===== src/rtl/mw_pkg.sv =====
package mw_pkg;

  // Serial access phases, in the order they occur
  typedef enum logic [3:0] {
    PH_IDLE,
    PH_CSOFF,
    PH_CSON,
    PH_CLO,
    PH_CHI,
    PH_TURN,
    PH_DHI,
    PH_DLO,
    PH_END
  } mw_phase_e;

  // Start bit plus read opcode
  localparam logic [2:0] READ_OP = 3'b110;

endpackage


===== src/rtl/mw_phase_timer.sv =====
module mw_phase_timer #(
  parameter int PHASE_CLKS = 4
) (
  input  logic clk,
  input  logic rst_n,
  input  logic run,
  output logic last
);
  localparam int CW = (PHASE_CLKS > 1) ? $clog2(PHASE_CLKS) : 1;

  logic [CW-1:0] cnt_q;

  assign last = run && (cnt_q == CW'(PHASE_CLKS - 1));

  always_ff @(posedge clk or negedge rst_n) begin
    if (!rst_n)             cnt_q <= '0;
    else if (!run || last)  cnt_q <= '0;
    else                    cnt_q <= cnt_q + 1'b1;
  end
endmodule


===== src/rtl/mw_serial_engine.sv =====
module mw_serial_engine
  import mw_pkg::*;
#(
  parameter int ADDR_W     = 6,
  parameter int DATA_W     = 16,
  parameter int PHASE_CLKS = 4
) (
  input  logic              clk,
  input  logic              rst_n,
  input  logic              go,
  input  logic [ADDR_W-1:0] addr,
  output logic              idle,
  output logic              done,
  output logic [DATA_W-1:0] rdata,
  output logic              cs,
  output logic              sk,
  output logic              di,
  input  logic              dout_in
);
  localparam int CMD_W   = ADDR_W + 5;
  localparam int CNT_MAX = (CMD_W > DATA_W) ? CMD_W : DATA_W;
  localparam int BIT_W   = $clog2(CNT_MAX);

  mw_phase_e         st_q, st_d;
  logic [BIT_W-1:0]  bit_q, bit_d;
  logic [CMD_W-1:0]  cmd_q;
  logic [DATA_W-1:0] sh_q;
  logic              tick;
  logic              done_q, cs_q, sk_q, di_q;

  mw_phase_timer #(.PHASE_CLKS(PHASE_CLKS)) u_tmr (
    .clk  (clk),
    .rst_n(rst_n),
    .run  (st_q != PH_IDLE),
    .last (tick)
  );

  always_comb begin
    st_d  = st_q;
    bit_d = bit_q;
    case (st_q)
      PH_IDLE:  if (go) st_d = PH_CSOFF;
      PH_CSOFF: if (tick) st_d = PH_CSON;
      PH_CSON:  if (tick) begin
                  st_d  = PH_CLO;
                  bit_d = BIT_W'(CMD_W - 1);
                end
      PH_CLO:   if (tick) st_d = PH_CHI;
      PH_CHI:   if (tick) begin
                  if (bit_q == '0) st_d = PH_TURN;
                  else begin
                    st_d  = PH_CLO;
                    bit_d = bit_q - 1'b1;
                  end
                end
      PH_TURN:  if (tick) begin
                  st_d  = PH_DHI;
                  bit_d = BIT_W'(DATA_W - 1);
                end
      PH_DHI:   if (tick) st_d = PH_DLO;
      PH_DLO:   if (tick) begin
                  if (bit_q == '0) st_d = PH_END;
                  else begin
                    st_d  = PH_DHI;
                    bit_d = bit_q - 1'b1;
                  end
                end
      PH_END:   if (tick) st_d = PH_IDLE;
      default:  st_d = PH_IDLE;
    endcase
  end

  always_ff @(posedge clk or negedge rst_n) begin
    if (!rst_n) begin
      st_q   <= PH_IDLE;
      bit_q  <= '0;
      cmd_q  <= '0;
      sh_q   <= '0;
      done_q <= 1'b0;
      cs_q   <= 1'b0;
      sk_q   <= 1'b0;
      di_q   <= 1'b0;
    end else begin
      st_q   <= st_d;
      bit_q  <= bit_d;
      if (st_q == PH_IDLE && go) cmd_q <= {2'b00, READ_OP, addr};
      // sample in the last clock of a high phase
      if (st_q == PH_DHI && tick) sh_q <= {sh_q[DATA_W-2:0], dout_in};
      done_q <= (st_q == PH_END) && tick;
      // pins come from the next phase so they toggle as clean flop outputs
      cs_q   <= (st_d != PH_IDLE) && (st_d != PH_CSOFF) && (st_d != PH_END);
      sk_q   <= (st_d == PH_CHI) || (st_d == PH_DHI);
      di_q   <= ((st_d == PH_CLO) || (st_d == PH_CHI)) ? cmd_q[bit_d] : 1'b0;
    end
  end

  assign idle  = (st_q == PH_IDLE);
  assign done  = done_q;
  assign rdata = sh_q;
  assign cs    = cs_q;
  assign sk    = sk_q;
  assign di    = di_q;
endmodule


===== src/rtl/mw_word_store.sv =====
module mw_word_store #(
  parameter int WORDS     = 16,
  parameter int DATA_W    = 16,
  parameter int MAC_OFS   = 20,
  parameter int MAC_BYTES = 6,
  parameter int IDX_W     = 4
) (
  input  logic                   clk,
  input  logic                   rst_n,
  input  logic                   wr_en,
  input  logic [IDX_W-1:0]       wr_idx,
  input  logic [DATA_W-1:0]      wr_data,
  output logic [MAC_BYTES*8-1:0] station_addr
);
  localparam int BPW = DATA_W / 8;

  logic [DATA_W-1:0] mem_q [WORDS];

  always_ff @(posedge clk or negedge rst_n) begin
    if (!rst_n) begin
      for (int i = 0; i < WORDS; i++) mem_q[i] <= '0;
    end else if (wr_en) begin
      mem_q[wr_idx] <= wr_data;
    end
  end

  // lower byte address sits in the low bits of each word; first byte goes to the top field
  for (genvar b = 0; b < MAC_BYTES; b++) begin : g_mac
    localparam int BYTE_N = MAC_OFS + b;
    localparam int WI     = BYTE_N / BPW;
    localparam int LANE   = BYTE_N % BPW;
    assign station_addr[(MAC_BYTES-1-b)*8 +: 8] = mem_q[WI][LANE*8 +: 8];
  end
endmodule


===== src/rtl/mw_eeprom_reader.sv =====
module mw_eeprom_reader
  import mw_pkg::*;
#(
  parameter int ADDR_W     = 6,
  parameter int DATA_W     = 16,
  parameter int PHASE_CLKS = 4,
  parameter int BOOT_WORDS = 16,
  parameter int MAC_OFS    = 20,
  parameter int MAC_BYTES  = 6
) (
  input  logic                   clk,
  input  logic                   rst_n,
  input  logic                   req_valid,
  input  logic [ADDR_W-1:0]      req_addr,
  output logic                   req_ready,
  output logic                   rsp_valid,
  output logic [DATA_W-1:0]      rsp_data,
  output logic                   ee_cs,
  output logic                   ee_sk,
  output logic                   ee_di,
  input  logic                   ee_do,
  output logic                   boot_done,
  output logic [MAC_BYTES*8-1:0] station_addr
);
  localparam int IDX_W = $clog2(BOOT_WORDS);

  logic              boot_q;
  logic [IDX_W-1:0]  idx_q;
  logic              eng_go, eng_idle, eng_done;
  logic [ADDR_W-1:0] eng_addr;
  logic [DATA_W-1:0] eng_rdata;
  logic              go_boot, go_host;

  // one idle cycle after each boot word keeps the index update off the launch path
  assign go_boot   = boot_q && eng_idle && !eng_done;
  assign req_ready = !boot_q && eng_idle;
  assign go_host   = req_valid && req_ready;
  assign eng_go    = go_boot || go_host;
  assign eng_addr  = boot_q ? ADDR_W'(idx_q) : req_addr;

  always_ff @(posedge clk or negedge rst_n) begin
    if (!rst_n) begin
      boot_q <= 1'b1;
      idx_q  <= '0;
    end else if (boot_q && eng_done) begin
      if (idx_q == IDX_W'(BOOT_WORDS - 1)) boot_q <= 1'b0;
      else                                 idx_q  <= idx_q + 1'b1;
    end
  end

  mw_serial_engine #(
    .ADDR_W    (ADDR_W),
    .DATA_W    (DATA_W),
    .PHASE_CLKS(PHASE_CLKS)
  ) u_eng (
    .clk    (clk),
    .rst_n  (rst_n),
    .go     (eng_go),
    .addr   (eng_addr),
    .idle   (eng_idle),
    .done   (eng_done),
    .rdata  (eng_rdata),
    .cs     (ee_cs),
    .sk     (ee_sk),
    .di     (ee_di),
    .dout_in(ee_do)
  );

  mw_word_store #(
    .WORDS    (BOOT_WORDS),
    .DATA_W   (DATA_W),
    .MAC_OFS  (MAC_OFS),
    .MAC_BYTES(MAC_BYTES),
    .IDX_W    (IDX_W)
  ) u_store (
    .clk         (clk),
    .rst_n       (rst_n),
    .wr_en       (boot_q && eng_done),
    .wr_idx      (idx_q),
    .wr_data     (eng_rdata),
    .station_addr(station_addr)
  );

  assign rsp_valid = eng_done && !boot_q;
  assign rsp_data  = eng_rdata;
  assign boot_done = !boot_q;
endmodule


===== config.mk =====
export PLATFORM = sky130hd
export DESIGN_NAME = mw_eeprom_reader
export DESIGN_NICKNAME = d
export VERILOG_FILES = /design/src/rtl/mw_pkg.sv /design/src/rtl/mw_phase_timer.sv /design/src/rtl/mw_serial_engine.sv /design/src/rtl/mw_word_store.sv /design/src/rtl/mw_eeprom_reader.sv
export SDC_FILE = /design/constraint.sdc
export NUM_CORES = 1
export LEC_CHECK = 0
export ABC_AREA = 1
export CORE_MARGIN = 2
export CORE_UTILIZATION = 45
export DETAILED_ROUTE_END_ITERATION = 10
export GPL_TIMING_DRIVEN = 0
export PLACE_DENSITY = 0.72
export SYNTH_ARGS = -nofsm -noshare
export SYNTH_HDL_FRONTEND = slang
export SYNTH_SLANG_ARGS = --single-unit

===== constraint.sdc =====
create_clock -name clk -period 2.29 [get_ports clk]
set_input_delay 0.229 -clock clk [delete_from_list [all_inputs] [get_ports clk]]
set_output_delay 0.229 -clock clk [all_outputs]
set_load 0.02 [all_outputs]

Word level (Yosys, flattened, before mapping)
Cells that the tools add are included.
{ "classes": {"muxes": 25, "order_cmp": 3, "addsub": 3, "n_reduce_logical": 27, "bitwise_logic": 2, "n_eq_ne": 15} }
{ "ops": {"columns": ["op", "count"], "rows": [
  ["256-bit bitwise mux", 1],
  ["16-bit demux with 4-bit select", 1],
  ["4-bit two-way mux", 14],
  ["4-bit case mux with 9 select lines", 1],
  ["4-bit by 3-bit equality test with 1-bit output (second input constant)", 6],
  ["16-bit two-way mux", 1],
  ["1-bit logical AND", 13],
  ["4-bit by 2-bit equality test with 1-bit output (second input constant)", 3],
  ["4-bit case mux with 3 select lines", 1],
  ["4-bit equality test (second input constant)", 2],
  ["4-bit logical NOT", 2],
  ["4-bit nonzero test", 2],
  ["6-bit two-way mux", 1],
  ["5-bit greater-or-equal comparator (second input constant)", 1],
  ["4-bit by 5-bit < comparator with 1-bit output (second input constant)", 1],
  ["5-bit by 1-bit < comparator with 1-bit output (second input constant)", 1],
  ["4-bit NOT with 5-bit output", 1],
  ["4-bit by 1-bit adder with 4-bit output (second input constant)", 1],
  ["1-bit binary-select mux with 4-bit select", 1],
  ["4-bit by 1-bit equality test with 1-bit output (second input constant)", 1],
  ["1-bit logical OR", 4],
  ["4-bit by 1-bit != test with 1-bit output (second input constant)", 1],
  ["4-bit != test (second input constant)", 1],
  ["2-bit AND reduction", 2],
  ["9 further kinds", 12]
]} }
{ "totals": {"elab_cells": 102, "in_bits": 10, "regBits": 298} }

Longest topological paths before layout
{ "logic_depth": {"word_depth": 9, "depth_mapped": 14, "ltp_nobuf": 14} }

Hierarchy
A second synthesis with hierarchy kept.
{ "hier_totals": {"cells_unflattened": 479, "hier_area_um2": 4287.9} }
{ "modules_own_cells": {"columns": ["module", "cells_per_inst", "area_each_um2", "n_inst", "seq_area_each_um2"], "rows": [
  ["mw_word_store", 233, 2082.0, 1, 1201.2],
  ["mw_serial_engine", 183, 1756.7, 1, 875.8],
  ["mw_eeprom_reader", 53, 360.3, 1, 126.4],
  ["mw_phase_timer", 10, 88.8, 1, 50.0]
]} }

Worst setup path before layout
No wires, ideal clock.
{ "synth_timing": {"path_kind": "reg-to-reg", "from": "register u_eng.bit_q[0]", "to": "register u_eng.di_q, in the netlist u_eng.di", "setup_ns": 0.063, "path_slack_ns": 0.644, "synth_period_minus_slack_ns": 1.646, "t_required_ns": 2.227, "t_arrival_ns": 1.583, "path_stages_with_launch": 14, "path_buffers": 0, "path_cell_list": "dfrtp_1 -> inv_1 -> ha_1 -> nand2_1 -> nand3_2 -> nor2_4 -> nor2_1 -> nor2_2 -> nand2_1 -> nor3_2 -> nor2_1 -> nor2_1 -> nand2_1 -> inv_1"} }
{ "synth_via": {"elab_chain_cells": 7, "elab_cells_between_ends": 18, "cone_classes": "1 x add/sub; 2 x eq/ne; 13 x mux; 2 x reduce/logical"} }
{ "synth_rtl": {"columns": ["item", "line", "source"], "rows": [
  ["start, declared", "mw_serial_engine.sv:25", "logic [BIT_W-1:0] bit_q, bit_d;"],
  ["start signal, assigned", "mw_serial_engine.sv:85", "bit_q <= bit_d;"],
  ["4-bit by 1-bit subtractor with 4-bit output or 4-bit logical NOT (tied branches)", null, null],
  ["4-bit two-way mux (tied with other cells)", "mw_serial_engine.sv:50, mw_serial_engine.sv:62", null],
  ["4-bit two-way mux, on equally long branches", "mw_serial_engine.sv:61, mw_serial_engine.sv:49", null],
  ["4-bit case mux with 3 select lines or 4-bit case mux with 9 select lines (tied branches)", "mw_serial_engine.sv:41", "case (st_q)"],
  ["1-bit binary-select mux with 4-bit select (tied with other cells)", "mw_serial_engine.sv:93", "di_q <= ((st_d == PH_CLO) || (st_d == PH_CHI)) ? cmd_q[bit_d] : 1'b0;"],
  ["1-bit two-way mux (implied by the code) or 1-bit logical OR (tied branches)", "mw_serial_engine.sv:93", null],
  ["1-bit two-way mux *", "mw_serial_engine.sv:93", null],
  ["end signal, assigned", "mw_serial_engine.sv:93", null],
  ["end, declared", "mw_serial_engine.sv:29", "logic done_q, cs_q, sk_q, di_q;"]
]} }
Every way passes the cells marked *; elsewhere a longest branch is shown, timed or not. The select of a mux whose other input is x is not followed.
A chain may end at the register's enable or synchronous reset.

Final worst setup path
{ "layout_timing": {"from": "register boot_q", "to": "output port boot_done"} }
{ "layout_via": {"elab_chain_cells": 1} }
{ "layout_rtl": {"columns": ["item", "line", "source"], "rows": [
  ["start, declared", "mw_eeprom_reader.sv:27", "logic boot_q;"],
  ["start signal, assigned", "mw_eeprom_reader.sv:43", "boot_q <= 1'b1;"],
  ["start signal, assigned", "mw_eeprom_reader.sv:46", "if (idx_q == IDX_W'(BOOT_WORDS - 1)) boot_q <= 1'b0;"],
  ["1-bit logical NOT", "mw_eeprom_reader.sv:86", "assign boot_done = !boot_q;"],
  ["end, declared", "mw_eeprom_reader.sv:22", "output logic boot_done,"]
]} }
No other way between the ends.

==> results.md <==
* Utilization of the core after routing at 0.607
* Post-Synthesis Cells at 424
* Hold crit path type: in2async
* Die Height at 96.2 um
* Leakage power figure at 2.28 nW
* Post-synth top area share at 0.582
* Dpl ws at 0.234 ns
* Transition time at the pin with the least slew margin at 0.585 ns
* Total global routing track utilization at 0.219
* Maximum number of pins on one net before global-route repair at 59
* Number of max-slew violations in the final report at 0
* HPWL after detailed placement at 6.55 mm
* Worst R2R End: u_eng.di$_DFF_PN0_
* Series of cell instances along the critical path: buf_2 > clkinv_1 > clkdlybuf4s50_1
* Floorplan core area at 8220 sq um
* Cell with the largest stage delay on the worst path: sky130_fd_sc_hd__clkdlybuf4s50_1
* Port Buffers at 79
* Net count reported at finish at 531
* Fraction of synthesized area in multiplexers at 0
* Starting utilization of the core area at 0.465
* Share of cells above drive strength 1 at 0.0729
* Biggest area contributors in the synthesized netlist: sky130_fd_sc_hd__dfrtp_1 (58%), sky130_fd_sc_hd__nand2_1 (11%), sky130_fd_sc_hd__o21ai_0 (9.0%)
* DR WL/cell at 14.7 um
* 1st-iter DRT viols at 117
* I/O Pins at 80
* Number of diodes at 0
* Achievable clock frequency at 459 MHz
* Total power draw at 2.76 mW
* Post-Place Cell Area at 4770 sq um
* Number of nets with antenna violations after routing at 0
* Most used cells in the layout excluding fill and tap cells: sky130_fd_sc_hd__nand2_1 (113), sky130_fd_sc_hd__dfrtp_1 (89), sky130_fd_sc_hd__clkdlybuf4s50_1 (78), sky130_fd_sc_hd__o21ai_0 (69), sky130_fd_sc_hd__inv_1 (45)
* Clock transition time at the flip-flop clock pins of the worst setup and hold paths at 0.09 ns
* TritonCTS clock tree: done
* Total global routing overflow at 0
* Main combinational cell family by area after synthesis: simple AND/OR/NAND/NOR gates
* Startpoint of the worst setup timing path: boot_q$_DFFE_PN1P_
* Maximum cell stage delay along the critical path at 0.62 ns
* Period minus WS final at 2.18 ns
* Peak ir drop on the vdd network at 0.324 mV
* Max-cap violation count at 0
* Simple logic cell fraction of the synthesized area at 0.208
* Clock latency reported for the late side of the worst-skew pair at 0.36 ns
* Die Area at 9250 sq um
* Arrival time of the worst setup path at 1.95 ns
* Register-to-Register Setup Slack at 0.22 ns
* WL final at 9.20 mm
* Worst hold slack across all endpoints at 0.353 ns
* Count of vias placed by the detailed router at 3,150
* Share of the yosys chip area belonging to registers at 0.589
* First-pass GRT wire length at 15.4 mm
* Longest Clk Path Bufs at 2
* Unrepaired setup endpoints after global routing: false
* Worst slew margin relative to its limit at 0.610
* Growth of design area from synthesis to finish at 30.3%
* Cell at the root of the clock tree: sky130_fd_sc_hd__clkbuf_8
* Routability congestion estimate at 0.863
* Register-to-Register Path Depth at 13
* Number of hold-slack violations in the final timing report at 0
* XOR/XNOR Fraction of Synth Area at 0.00916
* Count of cell types in the netlist at 28
* Vias in the first global route at 3,181
* Final setup slack of the worst path at 0.113 ns
* Critical path buffer and inverter count at 3
* Most common cell after layout, fill and taps aside: sky130_fd_sc_hd__nand2_1
* Critical path launch point type: flop
* Cell type group with the largest total delay on the critical path: buffers and inverters
* Mean post-synth cell area at 9.02 sq um
* Synthesized area at 3820 sq um
* Number of antenna violations at the first check in global routing at 0
* Period utilization at 0.951
* Power per cell area at 553 nW/um^2
* Drc violations at 0
* Number of warning messages in the yosys log at 0
* Path type of the worst setup path: reg2out
* Run status: finished clean
* Detailed-route vias per instance at 5.03
* Share of the synthesized area in compound gates (AO/OA/AOI/OAI) at 0.117
* Num CTS Buffers at 9
* Num rows at 33
* Critical-path maximum fanout at 9
* Flop and latch count out of synthesis at 90
* Worst r2r src: boot_q$_DFFE_PN1P_
* X dimension of the die at 96.2 um
* Crit end category: output pin
* Synthesized net count at 439
* Skew final at 0.00981 ns
* DR pass1 iterations at 4
* Data required time of the worst path at 2.06 ns
* Count of final setup violators at 0
* Fraction of the mapped netlist area in adder cells at 0.0164
* Clock sink total at 90
* Deepest level of the CTS H-tree at 3
* Library cell with the largest summed area after synthesis: sky130_fd_sc_hd__dfrtp_1
* Finished layout cell area at 4980 sq um
logic make-up after synthesis:
kind of cell / count (synthesis)
compound gates: 84
fa+ha+maj: 5
flops: 90
buf+inv: 61
simple gates: 180
xor+xnor: 4
worst max-delay path by stage:
stage	cells after the start	endpoint	slack, ns
4_1_cts	3	boot_done	0.08
5_1_grt	3	boot_done	0.005
6_report	3	boot_done	0.11
3_3_place_gp	1	u_store.station_addr[18]$_DFFE_PN0P_	-2.24
3_5_place_dp	13	u_eng.di$_DFF_PN0_	0.23
2_1_floorplan	13	u_eng.di$_DFF_PN0_	0.64
Yosys cell counts:
library cell               count
sky130_fd_sc_hd__a21boi_4      1
sky130_fd_sc_hd__a21oi_1       6
sky130_fd_sc_hd__a31oi_1       4
sky130_fd_sc_hd__buf_2         1
sky130_fd_sc_hd__clkbuf_1     12
sky130_fd_sc_hd__clkinv_1      1
sky130_fd_sc_hd__dfrtp_1      89
sky130_fd_sc_hd__dfstp_2       1
sky130_fd_sc_hd__ha_1          5
sky130_fd_sc_hd__inv_1        45
sky130_fd_sc_hd__inv_2         2
sky130_fd_sc_hd__nand2_1     113
sky130_fd_sc_hd__nand2_2       2
sky130_fd_sc_hd__nand2_4       3
sky130_fd_sc_hd__nand3_1      22
sky130_fd_sc_hd__nand3_2       4
sky130_fd_sc_hd__nand4_1       3
sky130_fd_sc_hd__nor2_1       25
sky130_fd_sc_hd__nor2_2        3
sky130_fd_sc_hd__nor2_4        2
sky130_fd_sc_hd__nor3_1        1
sky130_fd_sc_hd__nor3_2        1
sky130_fd_sc_hd__nor4_1        1
sky130_fd_sc_hd__o21ai_0      69
sky130_fd_sc_hd__o21ai_1       2
sky130_fd_sc_hd__o21ai_2       1
sky130_fd_sc_hd__o32ai_1       1
sky130_fd_sc_hd__xor2_1        4
through the flow:
stage / instances / TNS [ns]
2_1_floorplan: 424 / 0
3_3_place_gp: 608 / -200.21
3_5_place_dp: 609 / 0
4_1_cts: 626 / 0
5_1_grt: 626 / 0
6_report: 626 / 0
power by group:
part	internal [mW]	total, mW	leakage (nW)	switching (mW)
sequential	1.59	1.59	1.22	0.000513
combinational	0.0224	0.0599	0.961	0.0375
clock	0.520	1.11	0.0990	0.586
total	2.13	2.76	2.28	0.624
layer usage:
layer / global-route usage / vias up / routed length [um]
li1: - / 1539 / -
met1: 0.296 / 1529 / 4150
met2: 0.340 / 69 / 4300
met3: 0.0728 / 13 / 595
met4: 0.0607 / 0 / 149
met5: 0 / - / 0
flip-flops by register name, summed over array words and instances, names as in the netlist:
register and cells:
u_eng.sk 1, u_eng.cs 1, u_store.station_addr 48, u_eng.di 1
u_eng.rdata 16, boot_q 1, idx_q 4, u_eng.st_q 4
u_eng.done 1, u_eng.cmd_q 7, u_eng.u_tmr.cnt_q 2, u_eng.bit_q 4
area by class of cell:
| type | count | area (sq um) |
|---|---|---|
| sequential | 90 | 2250 |
| timing repair buffer | 81 | 826 |
| fill | 720 | 3230 |
| tap | 105 | 131 |
| inverter | 48 | 180 |
| multi-input combinational | 273 | 1340 |
| buffer | 13 | 50.0 |
| clock inverter | 6 | 75.1 |
| clock buffer | 10 | 128 |
what timing repair did:
item	4_1_cts	5_1_grt
endpoints found under the hold margin	32	0
setup endpoints to repair	0	0
hold buffers	1	0
resized for setup	0	0
buffers inserted	0	0
Note: power is estimated with default switching activity, not from simulation.
